## src/rtl/ptw_pkg.sv

```systemverilog
package ptw_pkg;
   localparam int FAULT_W = 3;

   typedef enum logic [1:0] {
      ACC_READ  = 2'd0,
      ACC_WRITE = 2'd1,
      ACC_FETCH = 2'd2
   } acc_e;

   localparam logic [FAULT_W-1:0] FLT_NONE    = 3'd0;
   localparam logic [FAULT_W-1:0] FLT_SIZE    = 3'd1;
   localparam logic [FAULT_W-1:0] FLT_INVALID = 3'd2;
   localparam logic [FAULT_W-1:0] FLT_NOREAD  = 3'd3;
   localparam logic [FAULT_W-1:0] FLT_NOWRITE = 3'd4;
   localparam logic [FAULT_W-1:0] FLT_NOEXEC  = 3'd5;

   // status bit positions inside an entry
   localparam int E_VALID = 0;
   localparam int E_REF   = 1;
   localparam int E_MOD   = 2;
   localparam int E_RD    = 3;
   localparam int E_WR    = 4;
   localparam int E_EX    = 5;
   localparam int E_STATUS_BITS = 6;
endpackage

```

## src/rtl/ptw_cfg.sv

```systemverilog
module ptw_cfg #(
   parameter int ADDR_W = 32
) (
   input  logic              clk,
   input  logic              rst_n,
   input  logic              cfg_we,
   input  logic              cfg_sel,
   input  logic [ADDR_W-1:0] cfg_wdata,
   output logic [ADDR_W-1:0] tbl_base,
   output logic [ADDR_W-1:0] tbl_size
);
   always_ff @(posedge clk) begin
      if (!rst_n) begin
         tbl_base <= '0;
         tbl_size <= '0;
      end else if (cfg_we) begin
         if (cfg_sel) tbl_size <= cfg_wdata;
         else         tbl_base <= cfg_wdata;
      end
   end
endmodule

```

## src/rtl/ptw_check.sv

```systemverilog
module ptw_check
   import ptw_pkg::*;
#(
   parameter int PTE_W = 32
) (
   input  logic [PTE_W-1:0]   pte,
   input  logic [1:0]         acc,
   output logic [FAULT_W-1:0] fault,
   output logic [PTE_W-1:0]   pte_upd,
   output logic               need_wb
);
   logic is_wr;

   always_comb begin
      is_wr = (acc == ACC_WRITE);
      fault = FLT_NONE;
      if (!pte[E_VALID]) begin
         fault = FLT_INVALID;
      end else begin
         unique case (acc)
            ACC_WRITE: if (!pte[E_WR]) fault = FLT_NOWRITE;
            ACC_FETCH: if (!pte[E_EX]) fault = FLT_NOEXEC;
            default:   if (!pte[E_RD]) fault = FLT_NOREAD;
         endcase
      end
      pte_upd        = pte;
      pte_upd[E_REF] = 1'b1;
      if (is_wr) pte_upd[E_MOD] = 1'b1;
      need_wb = (fault == FLT_NONE) && (pte_upd != pte);
   end
endmodule

```

## src/rtl/ptw_fsm.sv

```systemverilog
module ptw_fsm
   import ptw_pkg::*;
#(
   parameter int VA_W      = 32,
   parameter int PAGE_BITS = 12,
   parameter int PTE_W     = 32,
   parameter int ADDR_W    = 32
) (
   input  logic               clk,
   input  logic               rst_n,
   input  logic [ADDR_W-1:0]  tbl_base,
   input  logic [ADDR_W-1:0]  tbl_size,
   input  logic               req_valid,
   output logic               req_ready,
   input  logic [VA_W-1:0]    req_vaddr,
   input  logic [1:0]         req_acc,
   output logic               mem_req_valid,
   input  logic               mem_req_ready,
   output logic               mem_req_write,
   output logic [ADDR_W-1:0]  mem_req_addr,
   input  logic               mem_rsp_valid,
   input  logic [PTE_W-1:0]   mem_rsp_rdata,
   output logic [PTE_W-1:0]   pte_q,
   output logic [1:0]         acc_q,
   input  logic [FAULT_W-1:0] chk_fault,
   input  logic               chk_need_wb,
   output logic               done,
   output logic [PTE_W-1:0]   done_paddr,
   output logic [FAULT_W-1:0] done_fault
);
   localparam int VPN_W   = VA_W - PAGE_BITS;
   localparam int WORD_SH = $clog2(PTE_W / 8);

   typedef enum logic [2:0] {
      S_IDLE, S_RD, S_RD_WAIT, S_EVAL, S_WR, S_WR_WAIT, S_DONE
   } state_e;

   state_e             state;
   logic [VA_W-1:0]    vaddr_q;
   logic [VPN_W-1:0]   vpn_in;
   logic [VPN_W-1:0]   vpn_q;

   assign vpn_in = req_vaddr[VA_W-1:PAGE_BITS];
   assign vpn_q  = vaddr_q[VA_W-1:PAGE_BITS];

   assign req_ready     = (state == S_IDLE);
   assign done          = (state == S_DONE);
   assign mem_req_valid = (state == S_RD) || (state == S_WR);
   assign mem_req_write = (state == S_WR);
   assign mem_req_addr  = tbl_base + (ADDR_W'(vpn_q) << WORD_SH);

   always_ff @(posedge clk) begin
      if (!rst_n) begin
         state      <= S_IDLE;
         vaddr_q    <= '0;
         acc_q      <= '0;
         pte_q      <= '0;
         done_paddr <= '0;
         done_fault <= FLT_NONE;
      end else begin
         unique case (state)
            S_IDLE: if (req_valid) begin
               vaddr_q <= req_vaddr;
               acc_q   <= req_acc;
               if (ADDR_W'(vpn_in) >= tbl_size) begin
                  done_fault <= FLT_SIZE;
                  done_paddr <= '0;
                  state      <= S_DONE;
               end else begin
                  state <= S_RD;
               end
            end
            S_RD:      if (mem_req_ready) state <= S_RD_WAIT;
            S_RD_WAIT: if (mem_rsp_valid) begin
               pte_q <= mem_rsp_rdata;
               state <= S_EVAL;
            end
            S_EVAL: begin
               done_fault <= chk_fault;
               if (chk_fault != FLT_NONE) begin
                  done_paddr <= '0;
                  state      <= S_DONE;
               end else begin
                  done_paddr <= {pte_q[PTE_W-1:PAGE_BITS], vaddr_q[PAGE_BITS-1:0]};
                  state      <= chk_need_wb ? S_WR : S_DONE;
               end
            end
            S_WR:      if (mem_req_ready) state <= S_WR_WAIT;
            S_WR_WAIT: if (mem_rsp_valid) state <= S_DONE;
            default:   state <= S_IDLE;
         endcase
      end
   end
endmodule

```

## src/rtl/pt_walker.sv

```systemverilog
module pt_walker
   import ptw_pkg::*;
#(
   parameter int VA_W      = 32,
   parameter int PAGE_BITS = 12,
   parameter int PTE_W     = 32,
   parameter int ADDR_W    = 32
) (
   input  logic               clk,
   input  logic               rst_n,
   input  logic               cfg_we,
   input  logic               cfg_sel,
   input  logic [ADDR_W-1:0]  cfg_wdata,
   input  logic               req_valid,
   output logic               req_ready,
   input  logic [VA_W-1:0]    req_vaddr,
   input  logic [1:0]         req_acc,
   output logic               mem_req_valid,
   input  logic               mem_req_ready,
   output logic               mem_req_write,
   output logic [ADDR_W-1:0]  mem_req_addr,
   output logic [PTE_W-1:0]   mem_req_wdata,
   input  logic               mem_rsp_valid,
   input  logic [PTE_W-1:0]   mem_rsp_rdata,
   output logic               done,
   output logic [PTE_W-1:0]   done_paddr,
   output logic [FAULT_W-1:0] done_fault
);
   localparam int VPN_W   = VA_W - PAGE_BITS;
   localparam int WORD_SH = $clog2(PTE_W / 8);

   if (PAGE_BITS < E_STATUS_BITS || PAGE_BITS >= VA_W) begin : g_bad_page
      $error("PAGE_BITS must leave room for status bits and a page number");
   end
   if ((PTE_W % 8) != 0 || PTE_W <= PAGE_BITS) begin : g_bad_pte
      $error("PTE_W must be whole bytes and wider than PAGE_BITS");
   end
   if (ADDR_W < VPN_W + WORD_SH) begin : g_bad_addr
      $error("ADDR_W too narrow to index the table");
   end

   logic [ADDR_W-1:0]  tbl_base;
   logic [ADDR_W-1:0]  tbl_size;
   logic [PTE_W-1:0]   pte_q;
   logic [1:0]         acc_q;
   logic [FAULT_W-1:0] chk_fault;
   logic               chk_need_wb;

   ptw_cfg #(.ADDR_W(ADDR_W)) u_cfg (
      .clk(clk), .rst_n(rst_n), .cfg_we(cfg_we), .cfg_sel(cfg_sel),
      .cfg_wdata(cfg_wdata), .tbl_base(tbl_base), .tbl_size(tbl_size)
   );

   ptw_check #(.PTE_W(PTE_W)) u_check (
      .pte(pte_q), .acc(acc_q), .fault(chk_fault),
      .pte_upd(mem_req_wdata), .need_wb(chk_need_wb)
   );

   ptw_fsm #(
      .VA_W(VA_W), .PAGE_BITS(PAGE_BITS), .PTE_W(PTE_W), .ADDR_W(ADDR_W)
   ) u_fsm (
      .clk(clk), .rst_n(rst_n), .tbl_base(tbl_base), .tbl_size(tbl_size),
      .req_valid(req_valid), .req_ready(req_ready), .req_vaddr(req_vaddr),
      .req_acc(req_acc), .mem_req_valid(mem_req_valid),
      .mem_req_ready(mem_req_ready), .mem_req_write(mem_req_write),
      .mem_req_addr(mem_req_addr), .mem_rsp_valid(mem_rsp_valid),
      .mem_rsp_rdata(mem_rsp_rdata), .pte_q(pte_q), .acc_q(acc_q),
      .chk_fault(chk_fault), .chk_need_wb(chk_need_wb), .done(done),
      .done_paddr(done_paddr), .done_fault(done_fault)
   );
endmodule

```

## config.mk

```make
export PLATFORM = sky130hd
export DESIGN_NAME = pt_walker
export DESIGN_NICKNAME = d
export VERILOG_FILES = /design/src/rtl/ptw_pkg.sv /design/src/rtl/ptw_cfg.sv /design/src/rtl/ptw_check.sv /design/src/rtl/ptw_fsm.sv /design/src/rtl/pt_walker.sv
export SDC_FILE = /design/constraint.sdc
export NUM_CORES = 1
export LEC_CHECK = 0
export ABC_AREA = 1
export BUFFER_PORTS_ARGS = -buffer_cell sky130_fd_sc_hd__buf_2
export CAP_MARGIN = 20
export CELL_PAD_IN_SITES_DETAIL_PLACEMENT = 0
export CELL_PAD_IN_SITES_GLOBAL_PLACEMENT = 1
export CORE_MARGIN = 4
export CORE_UTILIZATION = 39
export CTS_CLUSTER_DIAMETER = 100
export DETAILED_ROUTE_END_ITERATION = 7
export HOLD_SLACK_MARGIN = 0.03
export PLACE_DENSITY = 0.83
export SLEW_MARGIN = 10
export SYNTH_ARGS = -nofsm -noshare
export SYNTH_HDL_FRONTEND = slang
export SYNTH_SLANG_ARGS = --single-unit
export TNS_END_PERCENT = 10
```

## constraint.sdc

```tcl
create_clock -name clk -period 2.6 [get_ports clk]
set_clock_uncertainty 0.2 [all_clocks]
set_input_delay 0.13 -clock clk [delete_from_list [all_inputs] [get_ports clk]]
set_output_delay 0.13 -clock clk [all_outputs]
set_load 0.03 [all_outputs]
```

# Yosys cells after proc, flatten, opt, wreduce, memory -nomap -nowiden
# Index checks and enable logic that the tools add are counted.
[op_classes] n_addsub=1 magnitude_cmp=1 eq_ne=15 muxes=22 bitwise=1 reduce_logical=12
[op_table] op="$mux W32" n=3
[op_table] op="$pmux W32 S2" n=1
[op_table] op="$mux W3" n=12
[op_table] op="$add A32 B22 Y32" n=1
[op_table] op="$ge A20 B32 Y1" n=1
[op_table] op="$pmux W3 S6" n=1
[op_table] op="$pmux W3 S2" n=2
[op_table] op="$ne A2 B2 Y1 const B" n=5
[op_table] op="$eq A3 B3 Y1 const B" n=3
[op_table] op="$reduce_and A2 Y1" n=4
[op_table] op="$eq A3 B2 Y1 const B" n=2
[op_table] op="$logic_not A3 Y1" n=2
[op_table] op="$reduce_and A5 Y1" n=1
[op_table] op="$mux W2" n=2
[op_table] op="$eq A3 B1 Y1 const B" n=1
[op_table] op="$reduce_and A3 Y1" n=1
[op_table] op="$reduce_bool A3 Y1" n=1
[op_table] op="$eq A2 B1 Y1 const B" n=1
[op_table] op="$eq A2 B2 Y1 const B" n=1
[op_table] op="$ne A2 B1 Y1 const B" n=1
[op_table] op="$ne A2 B2 Y1" n=1
[op_table] op="$reduce_bool A2 Y1" n=1
[op_table] op="$logic_and A1 B1 Y1" n=1
[op_table] op="$logic_or A1 B1 Y1" n=1
[op_table] op="2 further kinds" n=2
[word_totals] ff_bits=168 inputBits=105 output_inout_bits=103

# Depth between registers and ports, before layout
# Gate-level depths: netlist of run 1.
[logic_depth] ltp_word=8 mapped_depth=19 ltp_nobuf=18

# Cells and area by module
# A second synthesis of run 1 with hierarchy kept.
[unflattened] hier_cells=1201 area_unflattened_um2=8847.2
[by_module_without_submodules] mod="ptw_fsm" instances=1 cells_each=795 area_each_um2=5955.7
[by_module_without_submodules] mod="ptw_cfg" instances=1 cells_each=351 area_each_um2=2536.2
[by_module_without_submodules] mod="ptw_check" instances=1 cells_each=55 area_each_um2=355.3

# Worst setup path before layout of run 1
# Ideal clock, no wire load.
[synth_timing] path_type="reg-to-output" startpoint="reg u_cfg.tbl_base[2]" endpoint="out mem_req_addr[26]" t_arrival_ps=2094 required_ps=2270 setup_slack_ps=176 stages_incl_launch_ff=11 n_path_buf=0 cell_sequence="dfxtp_1 ha_1 inv_1 fa_1 o21ai_2 nand2_1 nand3_2 a21oi_2 o21bai_2 nand2_1 xor2_1"
[synth_via] elab_chain_cells=1
[synth_lines] element="from (decl)" line_no="ptw_cfg.sv:9" source="output logic [ADDR_W-1:0] tbl_base,"
[synth_lines] element="from (signal assigned)" line_no="ptw_cfg.sv:18" source="else tbl_base <= cfg_wdata;"
[synth_lines] element="$add A32 B22 Y32" line_no="ptw_fsm.sv:50" source="assign mem_req_addr = tbl_base + (ADDR_W'(vpn_q) << WORD_SH);"
[synth_lines] element="to (decl)" line_no="pt_walker.sv:21" source="output logic [ADDR_W-1:0] mem_req_addr,"
# No other way between the ends.

# Final worst setup path of run 1
[layout_timing] startpoint="reg u_fsm.vaddr_q[12]" endpoint="out mem_req_addr[22]"
[layout_via] elab_chain_cells=1
[layout_lines] element="from (decl)" line_no="ptw_fsm.sv:39" source="logic [VA_W-1:0] vaddr_q;"
[layout_lines] element="from (signal assigned)" line_no="ptw_fsm.sv:63" source="vaddr_q <= req_vaddr;"
[layout_lines] element="$add A32 B22 Y32" line_no="ptw_fsm.sv:50"
# No other way between the ends.

==> metrics.md, run 1 <==
| Metric | Value |
|---|---|
| Status | `complete, but fails checks` |
| Failing checks | `negative setup slack` |
| WP data arrival | `2.35 ns` |
| Clk sink count | `168` |
| Slew @ Worst Pin | `0.6507 ns` |
| Layout Cells excl Fill | `1658` |
| First-pass GRT wire length | `39.80 mm` |
| DRC viols | `0` |
| Synth warn | `0` |
| Ys flop type | `dfxtp_1` |
| Simple logic cell fraction of the synthesized area | `23.62%` |
| Reg2Reg Setup Slack | `0.13 ns` |
| H-Tree Depth | `4` |
| Mapped Avg Cell Area | `7.771 um^2` |
| Largest family of logic cells by synthesized area | `simple AND/OR/NAND/NOR gates` |
| Post-synthesis sequential area ratio | `39.45%` |
| Max IR drop VDD | `0.0004250 V` |
| GRT Total Usage | `20.30%` |
| Initial Util | `40.05%` |
| TritonCTS clock tree | `done` |
| Hold path endpoint | `u_fsm.acc_q[0]$_SDFFE_PN0P_` |
| Post-route minimum period | `2.682 ns` |
| CTS root buf | `clkbuf_16` |
| CTS Buffer Depth | `2` |
| Placed cells | `1508` |
| Clock slew at reported path FFs | `0.07 ns` |
| FF+latch count, synth | `168` |
| Period Utilization, post-route | `103.1%` |
| Synth Instances | `1097` |
| F_max | `372.9 MHz` |
| Most frequent cells in the layout | `buf_2, nor2_1, dfxtp_1` |
| Compound-gate portion of the synthesized area | `18.27%` |
| Remaining Overflow, GRT | `0` |
| Fin nets | `1517` |
| Hold_sp | `req_valid` |
| Number of synthesized flops with an enable pin | `0` |
| Worst Hold Depth | `4` |
| Final setup violating endpoints | `5` |
| Hold Vio Cnt, Final | `0` |
| Die Area | `24290 um^2` |
| Final ANT Viol Nets | `0` |
| Critical path type | `reg -> out` |
| Max_slew headroom | `56.56%` |
| Synthesized area | `8524 um^2` |
| Hold slack | `0.05436 ns` |
| Number of global-route vias before repair | `7831` |
| Ratio of cells with drive above 1 in the final layout | `30.03%` |
| DR vias/cell | `4.841` |
| Leak | `5.039 nW` |
| Clock Latency Late Sink | `0.43 ns` |
| Most common cell after layout, fill and taps aside | `buf_2` |
| Port buffer count | `206` |
| P&R area growth vs syn | `37.84%` |
| CP required | `2.27 ns` |
| Reg-to-reg endpoint | `u_fsm.state[1]$_SDFFE_PN0P_` |
| Routed via count | `8027` |
| Critical Path Source Type | `flip-flop` |
| Slew Viols, Final | `0` |
| TNS Setup | `-0.2422 ns` |
| Adder-Cell Fraction of Synth Area | `6.400%` |
| Final WL | `25.39 mm` |
| WL/cell | `15.32 um` |
| Core Util, Final | `55.20%` |
| Die X | `155.8 um` |
| TritonRoute pass-1 iters | `4` |
| Crit Path Max Fanout | `3` |
| Max-cap check violation count | `0` |
| Gpl congestion | `0.9016` |
| Die H | `155.8 um` |
| Ports | `208` |
| Rows | `53` |
| FF-to-FF Start | `u_cfg.tbl_size[9]$_SDFFE_PN0P_` |
| Core footprint | `21290 um^2` |
| Pin count of the biggest net entering global routing | `101` |
| # fillers | `1986` |
| Post-synth ARST share | `0%` |
| Antenna violations before repair | `1` |
| Pre-CTS setup slack | `0.1964 ns` |
| Syn_nets | `1245` |
| Setup ws final | `-0.08189 ns` |
| Post-Synth XOR/XNOR Area | `2.877%` |
| Distinct cells, synth | `44` |
| RSZ-0062 raised after global routing | `yes` |
| Crit end category | `output port` |
| CTS buffer count | `17` |
| Hold crit path type | `in -> reg` |
| Detail Placement HPWL | `17.41 mm` |
| Cell Pwr Density | `711.3 nW/um^2` |
| Post-synthesis mux area share | `0%` |
| Violation count after the first detailed-routing iteration | `439` |
| Depth of the most critical reg-to-reg path | `13` |
[area by class of cell]
type / instances / area [um^2] / share of cell area [%]
diodes: 1 / 2.502 / 0.02130
clock buffers: 17 / 425.4 / 3.620
clock inverters: 15 / 157.7 / 1.342
inverters: 74 / 277.8 / 2.364
multi-input cells: 770 / 4780 / 40.68
flip-flops and latches: 168 / 3368 / 28.67
well taps: 275 / 344.1 / 2.928
repair buffers: 338 / 2395 / 20.38
[registers in the layout, summed over array words and instances, names as in the netlist]
register          flops
u_cfg.tbl_base       32
u_cfg.tbl_size       32
u_fsm.acc_q           2
u_fsm.done_fault      3
u_fsm.done_paddr     32
u_fsm.pte_q          32
u_fsm.state           3
u_fsm.vaddr_q        32
[routing by layer]
| layer | share of wire (%) | track usage (%) | vias up | wire (um) |
|---|---|---|---|---|
| met1 | 46 | 27.08 | 3696 | 11730 |
| li1 | - | - | 4098 | - |
| met3 | 4.7 | 3.467 | 39 | 1184 |
| met5 | 0 | 0 | - | 0 |
| met4 | 2.2 | 6.753 | 0 | 569 |
| met2 | 47 | 33.42 | 194 | 11910 |
[synthesized netlist by cell type, drive strengths merged, types with 2 or more instances]
| master | count | area, um^2 |
|---|---|---|
| nor2 | 180 | 734.4 |
| o21ai | 121 | 616.8 |
| nand3 | 39 | 200.2 |
| ha | 42 | 525.5 |
| xor2 | 17 | 148.9 |
| a21o | 3 | 22.52 |
| nor3 | 12 | 75.07 |
| clkbuf | 36 | 135.1 |
| buf | 49 | 382.9 |
| dfxtp | 168 | 3363 |
| nand3b | 2 | 15.01 |
| nand2 | 188 | 957.2 |
| nand4 | 4 | 25.02 |
| a21oi | 139 | 845.8 |
| xnor2 | 11 | 96.34 |
| o21bai | 3 | 26.27 |
| inv | 74 | 277.8 |
[kinds of logic after synthesis]
family,count (synthesis)
other,1
and+or+nand+nor,426
buffers and inverters,159
xor gates and xnor gates,28
adders and majority gates,43
AOI/OAI and AO/OA,272
DFF,168
[timing repair]
item,CTS,global route
hold buffers,110,0
cloned,0,0
resized for setup,49,44
endpoints found under the hold margin,132,0
setup buffers,1,6
pin swaps,11,12
endpoints found under the setup margin,19,21
[per-stage QoR]
stage	total power (W)	instance area, um^2
2_1_floorplan	0.004915	8524
3_3_place_gp	0.005488	9557
3_5_place_dp	0.005501	9557
4_1_cts	0.008291	11450
5_1_grt	0.008822	11750
6_report	0.008358	11750
[critical path, cell delays in order (launching register included)]
cell and delay [ns]:
dfxtp_2 0.35, ha_4 0.14, inv_2 0.03, fa_2 0.36, o21ai_2 0.18, nand2_2 0.09, nand3_4 0.10, a21oi_4 0.08
o21bai_4 0.17, buf_6 0.12, xor2_1 0.14, buf_4 0.18
[power breakdown]
part,leakage [nW],switching [W],internal [W],total [W]
clock network,0.278,0.00118,0.00136,0.00254
registers,1.37,0.000214,0.00286,0.00307
logic,3.39,0.00176,0.000990,0.00275
[worst max-delay path by stage]
stage	endpoint	startpoint	slack (ns)
detailed placement	mem_req_addr[26]	u_fsm.vaddr_q[12]$_SDFFE_PN0P_	0.20
global route	mem_req_addr[22]	u_fsm.vaddr_q[12]$_SDFFE_PN0P_	-0.22
global placement	mem_req_addr[30]	u_cfg.tbl_base[2]$_SDFFE_PN0P_	0.22
floorplan	mem_req_addr[26]	u_cfg.tbl_base[2]$_SDFFE_PN0P_	0.18
CTS	mem_req_addr[26]	u_fsm.vaddr_q[12]$_SDFFE_PN0P_	-0.13
finish	mem_req_addr[22]	u_fsm.vaddr_q[12]$_SDFFE_PN0P_	-0.08
Power figures use the tool's default switching activity.
==> run 2: changes to the inputs <==
Settings changed: CELL_PAD_IN_SITES_DETAIL_PLACEMENT 0 to unset, CELL_PAD_IN_SITES_GLOBAL_PLACEMENT 1 to unset, CORE_UTILIZATION 39 to 54, PLACE_DENSITY 0.83 to 0.84.
==> run 2 against run 1 <==
The run still ends with negative setup slack left. Die area is 26% lower. Total power rose by 3.1%. Clock power is 4% higher. Critical path type unchanged. Critical path depth increased by 1. Largest power group unchanged. Worst setup slack lost 0.15 ns.
==> metrics.md, run 2 (same netlist as run 1, synthesis figures left out) <==
| Metric | Value |
|---|---|
| Status | `complete, but fails checks` |
| Failing checks | `negative setup slack` |
| WP data arrival | `2.50 ns (+0.15 ns)` |
| Leak | `5.215 nW (+3.5%)` |
| Clock share of power | `30.8% (+0.4 points)` |
| Die H | `133.6 um (-14%)` |
| Internal power | `0.005441 W (+4.5%)` |
| Post-route minimum period | `2.831 ns (+0.1496 ns)` |
| F_max | `353.2 MHz (-5.3%)` |
| Most common cell after layout, fill and taps aside | `buf_2` |
| Most frequent CP cell | `nand2_1` |
| Most frequent cells in the layout | `buf_2, nor2_1, dfxtp_1` |
| TNS Setup | `-1.280 ns (-1.038 ns)` |
| Placed cells | `1445 (-4.2%)` |
| Critical path type | `reg -> out` |
| First-pass GRT wire length | `44.79 mm (+13%)` |
| CTS root buf | `clkbuf_16` |
| Critical Path Source Type | `flip-flop` |
| Clock Latency Late Sink | `0.43 ns (about the same)` |
| Gpl congestion | `0.9294 (+3.1%)` |
| Rows | `45 (-15%)` |
| Critical path's slowest cell | `dfxtp_1` |
| Max_slew headroom | `58.44% (+1.9 points)` |
| Ratio of cells with drive above 1 in the final layout | `29.52% (-0.50 points)` |
| Hold Vio Cnt, Final | `0 (unchanged)` |
| Layout Cells excl Fill | `1621 (-2.2%)` |
| Pin count of the biggest net entering global routing | `55 (-46%)` |
| Antenna violations before repair | `1 (unchanged)` |
| GRT Total Usage | `31.11% (+11 points)` |
| Sequential share of power | `35.9% (-0.8 points)` |
| Number of global-route vias before repair | `9010 (+15%)` |
| Detail Placement HPWL | `16.56 mm (-4.9%)` |
| Hold crit path type | `in -> reg` |
| Remaining Overflow, GRT | `0 (unchanged)` |
| DR vias/cell | `5.644 (+17%)` |
| Fin nets | `1545 (+1.8%)` |
| Max incr delay on CP | `0.36 ns (about the same)` |
| Final setup violating endpoints | `16 (+11)` |
| Final ANT Viol Nets | `0 (unchanged)` |
| CTS buffer count | `17 (unchanged)` |
| Slew @ Worst Pin | `0.6224 ns (-0.02824 ns)` |
| Port buffer count | `206 (unchanged)` |
| TritonRoute pass-1 iters | `8 (+4)` |
| Crit end category | `output port` |
| WL/cell | `18.39 um (+20%)` |
| Final WL | `29.81 mm (+17%)` |
| Switching share of power | `36.86% (-0.85 points)` |
| Worst-path cell chain | `ha_4 > nand2_1 > inv_1 > nand2_1 > nor3_2 > nand4_1 > nand3_2 > nand2_1 > o21ai_2 > nand2_1 > xnor2_1 > buf_4` |
| # fillers | `939 (-53%)` |
| CP required | `2.27 ns (about the same)` |
| Period Utilization, post-route | `108.9% (+5.8 points)` |
| Routed via count | `9149 (+14%)` |
| Violation count after the first detailed-routing iteration | `940 (+110%)` |
| Die X | `133.6 um (-14%)` |
| Slew Viols, Final | `0 (unchanged)` |
| DRC viols | `0 (unchanged)` |
| RSZ-0062 raised after global routing | `yes` |
| P&R area growth vs syn | `39.44%` |
| Clk sink count | `168 (unchanged)` |
| Core footprint | `15310 um^2 (-28%)` |
| Ports | `208 (unchanged)` |
| Max-cap check violation count | `0 (unchanged)` |
| TritonCTS clock tree | `done` |
| Cell Pwr Density | `724.9 nW/um^2 (+1.9%)` |
| Crit Path Max Fanout | `5 (+2)` |
| Die Area | `17860 um^2 (-26%)` |
| CTS Buffer Depth | `2 (unchanged)` |
| Max IR drop VDD | `0.0006193 V (+46%)` |
| Setup ws final | `-0.2315 ns (-0.1496 ns)` |
| Initial Util | `55.66% (+16 points)` |
| P_sw | `0.003176 W (+0.77%)` |
| Clock slew at reported path FFs | `0.07 ns (about the same)` |
| Logic pwr share | `33.3% (+0.4 points)` |
| H-Tree Depth | `4 (unchanged)` |
==> run 2: final timing paths <==
check | startpoint | cells past startpoint | slack [ns] | end
min reg2reg | u_cfg.tbl_size[24]$_SDFFE_PN0P_ | 2 | 0.25 | u_cfg.tbl_size[24]$_SDFFE_PN0P_
min | cfg_sel | 5 | 0.13 | u_cfg.tbl_base[0]$_SDFFE_PN0P_
max reg2reg | u_cfg.tbl_size[9]$_SDFFE_PN0P_ | 13 | 0.11 | u_fsm.state[1]$_SDFFE_PN0P_
max | u_cfg.tbl_base[14]$_SDFFE_PN0P_ | 12 | -0.23 | mem_req_addr[28]
==> run 2: per-stage QoR <==
| stage | util, % | power (W) | hold WS [ns] | area [um^2] | setup slack, ns |
|---|---|---|---|---|---|
| global route | 77.61 | 0.008941 | 0.1529 | 11890 | -0.2837 |
| finish | 77.61 | 0.008617 | 0.1315 | 11890 | -0.2315 |
| floorplan | - | 0.004915 | 0.06490 | 8524 | 0.1761 |
| global placement | 61.85 | 0.005431 | 0.1519 | 9472 | 0.2012 |
| detailed placement | 61.85 | 0.005473 | 0.1594 | 9472 | 0.1554 |
| CTS | 76.54 | 0.008426 | 0.09380 | 11720 | -0.07290 |
==> run 2: power groups by stage <==
stage | combinational, W | sequential [W] | clock (W)
after global routing | 0.00305 | 0.00311 | 0.00278
after CTS | 0.00270 | 0.00307 | 0.00266
final | 0.00287 | 0.00309 | 0.00265
after global placement | 0.00235 | 0.00308 | 0
after detailed placement | 0.00239 | 0.00309 | 0
after floorplan | 0.00186 | 0.00305 | 0
==> run 2: layout make-up <==
class                   count  area, um^2  area share [%]
diodes                      1       2.502         0.02105
clock buffers              19       442.9           3.726
clock inverters            12       167.7           1.411
inverters                  74       277.8           2.337
multi-input cells         770        4717           39.68
flip-flops and latches    168        3374           28.39
well taps                 211       264.0           2.221
repair buffers            366        2640           22.21
==> run 2: routing by layer <==
| layer | GRT usage, % | up-vias | part of all wire, % |
|---|---|---|---|
| met5 | 0 | - | 0 |
| met3 | 6.760 | 209 | 8.2 |
| met1 | 35.00 | 4164 | 35 |
| li1 | - | 4163 | - |
| met4 | 17.49 | 0 | 6.7 |
| met2 | 54.51 | 613 | 50 |
==> run 2: worst max-delay path: cells and delay by family (launching register included) <==
| kind | cells | cell delay (ns) |
|---|---|---|
| simple gates | 7 | 0.86 |
| flops | 1 | 0.36 |
| fa+ha+maj | 1 | 0.32 |
| buf+inv | 2 | 0.27 |
| xor+xnor | 1 | 0.17 |
| compound gates | 1 | 0.08 |
==> run 2: repair_timing <==
action                                  in CTS  in global routing
endpoints found under the setup margin      19                 22
hold endpoints to repair                   134                  0
pin swaps                                   13                 25
buffers inserted                             9                  7
resized for setup                           46                 37
hold buffers                               128                  0
